<file path="src/rtl/srfifo_pkg.sv">
package srfifo_pkg;
  typedef enum logic [1:0] {
    OP_IDLE = 2'b00,
    OP_POP  = 2'b01,
    OP_PUSH = 2'b10,
    OP_BOTH = 2'b11
  } op_e;
endpackage

</file>
<file path="src/rtl/srfifo_ctrl.sv">
module srfifo_ctrl
  import srfifo_pkg::*;
#(
  parameter int DEPTH = 16,
  localparam int CW = $clog2(DEPTH + 1)
) (
  input  logic          clk,
  input  logic          rst,
  input  logic          push,
  input  logic          pop,
  output logic          shift_en,
  output logic [CW-1:0] count,
  output logic          full,
  output logic          empty
);
  localparam logic [CW-1:0] DEPTH_C = CW'(DEPTH);
  logic acc_push, acc_pop;
  op_e  op;

  assign full     = (count == DEPTH_C);
  assign empty    = (count == '0);
  assign acc_pop  = pop & ~empty;
  // a push while full is refused, unless a pop makes room in the same cycle
  assign acc_push = push & (~full | acc_pop);
  assign op       = op_e'({acc_push, acc_pop});
  assign shift_en = acc_push;

  always_ff @(posedge clk) begin
    if (rst) begin
      count <= '0;
    end else begin
      unique case (op)
        OP_PUSH: count <= count + 1'b1;
        OP_POP:  count <= count - 1'b1;
        default: count <= count;
      endcase
    end
  end
endmodule

</file>
<file path="src/rtl/srfifo_chain.sv">
module srfifo_chain #(
  parameter int WIDTH = 16,
  parameter int DEPTH = 16
) (
  input  logic             clk,
  input  logic             en,
  input  logic [WIDTH-1:0] din,
  output logic [WIDTH-1:0] taps [DEPTH]
);
  always_ff @(posedge clk) begin
    if (en) taps[0] <= din;
  end

  for (genvar i = 1; i < DEPTH; i++) begin : g_stage
    always_ff @(posedge clk) begin
      if (en) taps[i] <= taps[i-1];
    end
  end
endmodule

</file>
<file path="src/rtl/srfifo_tapsel.sv">
module srfifo_tapsel #(
  parameter int WIDTH = 16,
  parameter int DEPTH = 16,
  localparam int CW = $clog2(DEPTH + 1)
) (
  input  logic [WIDTH-1:0] taps [DEPTH],
  input  logic [CW-1:0]    count,
  output logic [WIDTH-1:0] dout
);
  always_comb begin
    dout = taps[0];
    for (int i = 1; i < DEPTH; i++) begin
      if (count == CW'(i + 1)) dout = taps[i];
    end
  end
endmodule

</file>
<file path="src/rtl/srfifo_top.sv">
module srfifo_top #(
  parameter int WIDTH = 16,
  parameter int DEPTH = 16,
  localparam int CW = $clog2(DEPTH + 1)
) (
  input  logic             clk,
  input  logic             rst,
  input  logic             push,
  input  logic             pop,
  input  logic [WIDTH-1:0] din,
  output logic [WIDTH-1:0] dout,
  output logic             full,
  output logic             empty,
  output logic [CW-1:0]    count
);
  logic             shift_en;
  logic [WIDTH-1:0] taps [DEPTH];

  srfifo_ctrl #(.DEPTH(DEPTH)) u_ctrl (
    .clk(clk), .rst(rst), .push(push), .pop(pop),
    .shift_en(shift_en), .count(count), .full(full), .empty(empty)
  );

  srfifo_chain #(.WIDTH(WIDTH), .DEPTH(DEPTH)) u_chain (
    .clk(clk), .en(shift_en), .din(din), .taps(taps)
  );

  srfifo_tapsel #(.WIDTH(WIDTH), .DEPTH(DEPTH)) u_tapsel (
    .taps(taps), .count(count), .dout(dout)
  );
endmodule

</file>
<file path="config.mk">
export PLATFORM = sky130hd
export DESIGN_NAME = srfifo_top
export DESIGN_NICKNAME = d
export VERILOG_FILES = /design/src/rtl/srfifo_pkg.sv /design/src/rtl/srfifo_ctrl.sv /design/src/rtl/srfifo_chain.sv /design/src/rtl/srfifo_tapsel.sv /design/src/rtl/srfifo_top.sv
export SDC_FILE = /design/constraint.sdc
export NUM_CORES = 1
export LEC_CHECK = 0
export ABC_AREA = 1
export CAP_MARGIN = 20
export CORE_UTILIZATION = 47
export CTS_CLUSTER_DIAMETER = 200
export DETAILED_ROUTE_END_ITERATION = 10
export DONT_BUFFER_PORTS = 1
export SYNTH_ARGS = -nofsm -noshare
export SYNTH_HDL_FRONTEND = slang
export SYNTH_HIERARCHICAL = 1
export SYNTH_SLANG_ARGS = --single-unit
export TNS_END_PERCENT = 5
</file>
<file path="constraint.sdc">
create_clock -name clk -period 21.5 [get_ports clk]
set_input_delay 4.3 -clock clk [delete_from_list [all_inputs] [get_ports clk]]
set_output_delay 4.3 -clock clk [all_outputs]
set_load 0.01 [all_outputs]
</file>
; ---- After elaboration in Yosys (flattened, before gate mapping)
; Index checks and enable logic that the tools add are counted.
[word_totals]
reg_bits = 261
inputBits = 20
output_inout_bits = 23
wordCells = 59
[op_classes]
add_sub_neg = 2
eq_ne = 17
muxes = 16
bitwise = 5
n_reduce_logical = 2
[ops]
columns = cell, n
row1 = $mux W16, 15
row2 = $eq A5 B4 Y1 const B, 8
row3 = $eq A5 B3 Y1 const B, 4
row4 = $eq A5 B2 Y1 const B, 2
row5 = $pmux W5 S2, 1
row6 = $add A5 B1 Y5 const B, 1
row7 = $eq A5 B5 Y1 const B, 1
row8 = $logic_not A5 Y1, 1
row9 = $sub A5 B1 Y5 const B, 1
row10 = $and A1 B1 Y1, 2
row11 = $eq A2 B1 Y1 const B, 1
row12 = $eq A2 B2 Y1 const B, 1
row13 = $not A1 Y1, 2
row14 = $reduce_bool A2 Y1, 1
row15 = $or A1 B1 Y1, 1

; ---- Depth between registers and ports, before layout
[logic_depth]
word_depth = 16
ltp_mapped = 23
mapped_depth_nobuf = 22

; ---- Modules after synthesis
; Netlist, hierarchy kept.
[modules_own_cells]
columns = module, n_inst, cells_per_inst, area_per_inst_um2, seq_area_each_um2
row1 = srfifo_chain, 1, 256, 7687.4, 7687.4
row2 = srfifo_tapsel, 1, 691, 3075.4, 0.0
row3 = srfifo_ctrl, 1, 52, 387.9, 100.1

; ---- Worst setup path before layout
; No wires, ideal clock.
[synth_timing]
path_kind = input-to-reg
start = input port push
end = register u_chain/taps[0] (netlist bit), enable pin
setup_time_ns = 0.959
arrival_ns = 16.664
required_time_ns = 20.541
slack_ns = 3.877
path_stages = 2
n_path_buf = 0
path_cell_list = inv_1 -> a21oi_1
[synth_via]
elab_chain_cells = 1
[synth_lines]
columns = item, line
row1 = from (decl), srfifo_top.sv:8  ; input logic push,
row2 = $and A1 B1 Y1, srfifo_ctrl.sv:24  ; assign acc_push = push & (~full | acc_pop);
row3 = net shift_en, srfifo_top.sv:16  ; logic shift_en;
row4 = "to (signal, indexed assignment)", srfifo_chain.sv:16  ; if (en) taps[i] <= taps[i-1];
row5 = to (decl), srfifo_chain.sv:8  ; output logic [WIDTH-1:0] taps [DEPTH]
; The timed path passes the listed nets, and every way through them passes these cells.
; A chain may end at the register's enable or synchronous reset.

; ---- Worst setup path after layout
[layout_timing]
start = register u_ctrl.count[1]
end = output port dout[1]
[layout_via]
elab_chain_cells = 16
word_cells_on_any_way = 30
classes_between = 15 x eq/ne / 15 x mux
[layout_lines]
columns = item, line
row1 = from (decl), srfifo_ctrl.sv:12  ; output logic [CW-1:0] count,
row2 = from (signal assigned), srfifo_ctrl.sv:33  ; OP_PUSH: count <= count + 1'b1;
row3 = from (signal assigned), srfifo_ctrl.sv:34  ; OP_POP: count <= count - 1'b1;
row4 = from (signal assigned), srfifo_ctrl.sv:35  ; default: count <= count;
row5 = $eq A5 B2 Y1, srfifo_tapsel.sv:13  ; if (count == CW'(i + 1)) dout = taps[i];
row6 = $mux W16 (14 in series), srfifo_tapsel.sv:13
row7 = $mux W16 *, srfifo_tapsel.sv:13
row8 = to (decl), srfifo_top.sv:11  ; output logic [WIDTH-1:0] dout,
; Every way passes the cells marked *; elsewhere a longest branch is shown, timed or not.

==> results.cfg <==
[cts]
clock_path_buffers = 3
clk_pin_slew_ps = 60
clockRootBuffer = clkbuf_16
cts_hold_repair.buffers = 0
clock_latency_ps = 530
post-cts-setup-buffers = 0
cts_tree = yes
numCtsBuffers = 28
htree_num_levels = 1
numClockSinks = 261
cts_resized = 0

[global_routing]
grt_start_max_net_pins = 185
globalRoute.totalOverflow = 0
gr-usage-met2 = 0.2600
grtUsageMet1 = 0.2145
grt_use_met3 = 0.02139
grt.total_usage = 0.1569
top_usage_layer = met2
grt_pass1_wl_mm = 30.87
antenna_found_initial = 0
grt_pass1_vias = 6177

[synthesis]
synth_area_sq_um = 11150
yosysSeqAreaShare = 0.6984
synthTopCellsByCount = nand2_1, edfxtp_1, nand3_1
ys_ff_latch = 261
synth-main-ff-cell = edfxtp_1
synthTopCellsByArea = edfxtp_1, nand2_1, nand3_1
synthCells = 999
async_flop_share = 0
synthDistinctLibCells = 33
yosys.cell_count.top_type = nand2_1
syn_area_per_cell_sq_um = 11.16
yosysTopAreaCell = edfxtp_1
ys.warnings.count = 6
synth_edf_count = 256
synthesis.nets = 1023
yosysTopAreaCellShare = 0.6894

[setup_path]
path_buf_inv = 2
crit_path_cell_trace = inv_2, nor2_2, nand2_1, nor2_2, clkinv_1, or2_1, nand3_1, nand3_1, nand2_1, nand2_1, nand2_1, nand2_1
startpoint_type = register
path_common_cell = nand2_1
crit_path_end_kind = output port
critPathArrivalTime_ps = 3930
worstPathRequired_ps = 17200
path_delay_family = simple AND/OR/NAND/NOR gates
crit_type = register to output port
path_max_fanout = 18
cp_slowest_cell = clkinv_1
critPathMaxStageDelay_ps = 630

[drt]
first_pass_iters = 4
drc_errors = 0
wl_mm = 18.60
antenna_left = 0
drt_iter0_drc = 263
via_per_inst = 4.815
wl_per_cell_um = 13.95
vias = 6419

[sta]
setup_slack_ps = 13270
setup_viol = 0
fin_crit_ps = 8227
fmax_mhz = 121.6
final.setup_skew_ps = 5.035
whs_ps = 433.2
finalHoldViolCount = 0
worst_pin_slew_ps = 1044
relSlewSlack = 0.3038
slew_violations = 0
fin_setup_tns_ps = 0
fin_crit_sh = 0.3826
rsz0062_at_grt = false

[place]
portBuffers = 0
place_inst = 1284
place_area_sq_um = 11440
place_congestion = 0.7506
place_hpwl_mm = 11.52
preCtsSetupSlack_ps = 13790

[floorplan]
die-height_um = 156.0
rows = 55
core_sq_um = 22980
die_w_um = 156.0
dieArea_sq_um = 24350
ios = 43
initial_core_util = 0.4851

[pwr]
peakVddDrop_mv = 0.07152
power.total_mw = 1.426
powerDensity_nw_per_um2 = 116.0
p_leak_nw = 4.772

[cells_and_area]
final_layout_size_suffix_gt1_frac = 0.09706
antenna_cells = 0
final_area_sq_um = 12290
fin_cells = 1333
syn_to_final_growth_pct = 10.19
fin_nets = 1025
fin_util = 0.5346
nFillCells = 2001

[worst_hold_path]
min_path_type = register to register

[status]
outcome = finished, final reports clean

[flow_run]
drv_cap = 0
routing by layer:
metal / part of all wire / vias up / wire [um]
li1: - / 3386 / -
met1: 0.48 / 2900 / 8950
met2: 0.46 / 95 / 8632
met3: 0.028 / 38 / 526
met4: 0.027 / 0 / 493
met5: 0 / - / 0
worst reg2reg max path, delay by kind of cell (launching register included):
family	cells	cell delay, ps
buf+inv	3	1580
flops	1	620
simple gates	2	260
compound gates	1	150
layout make-up:
type / instances / area (sq um) / area share
Timing Repair Buffer: 7 / 72.57 / 0.005906
Inverter: 98 / 367.9 / 0.02994
Clock inverter: 4 / 16.27 / 0.001324
Sequential cell: 261 / 7787 / 0.6338
Clock buffer: 45 / 825.8 / 0.06721
Multi-Input combinational cell: 605 / 2825 / 0.2299
Tap cell: 313 / 391.6 / 0.03187
layout by cell type, fill, tap and decap left out, drive strengths merged, types with 9 or more instances in the layout:
cell type and instances:
o21ai 37, nand3 95, edfxtp 256, clkbuf 45, nor2 69, nand4 9, a21oi 48, nand2 288
or2 43, inv 96
cells by family (layout without fill, tap and decap cells):
kind of cell	after synthesis	count (layout)	share of synthesized area
buffers and inverters	133	154	0.04926
AO/OA/AOI/OAI	93	93	0.04354
adder cells (fa/ha/maj)	4	4	0.005162
flip-flops	261	261	0.6984
XOR/XNOR	2	2	0.001571
AND/OR/NAND/NOR	506	506	0.2021
path summary, 6_finish.rpt:
check | start | end | slack (ps) | cells past startpoint
worst min register to register | u_chain/taps[206] | u_chain/taps[190] | 430 | 0
worst max-delay path | u_ctrl/count[1] | dout[1] | 13270 | 12
worst min-delay path | u_chain/taps[206] | u_chain/taps[190] | 430 | 0
worst max register to register | u_ctrl/count[2] | u_chain/taps[254] | 18280 | 6
report_power, final:
part           switching (mW)  internal (mW)  total, mW
Sequential             0.0296          0.626      0.655
Combinational           0.230          0.100      0.331
Clock                   0.180          0.259      0.439
Total                   0.440          0.986       1.43
sequential cells by signal, summed over array words and instances (netlist names):
| register | count |
|---|---|
| u_chain/taps | 256 |
| u_ctrl/count | 5 |
Power figures use the tool's default switching activity.
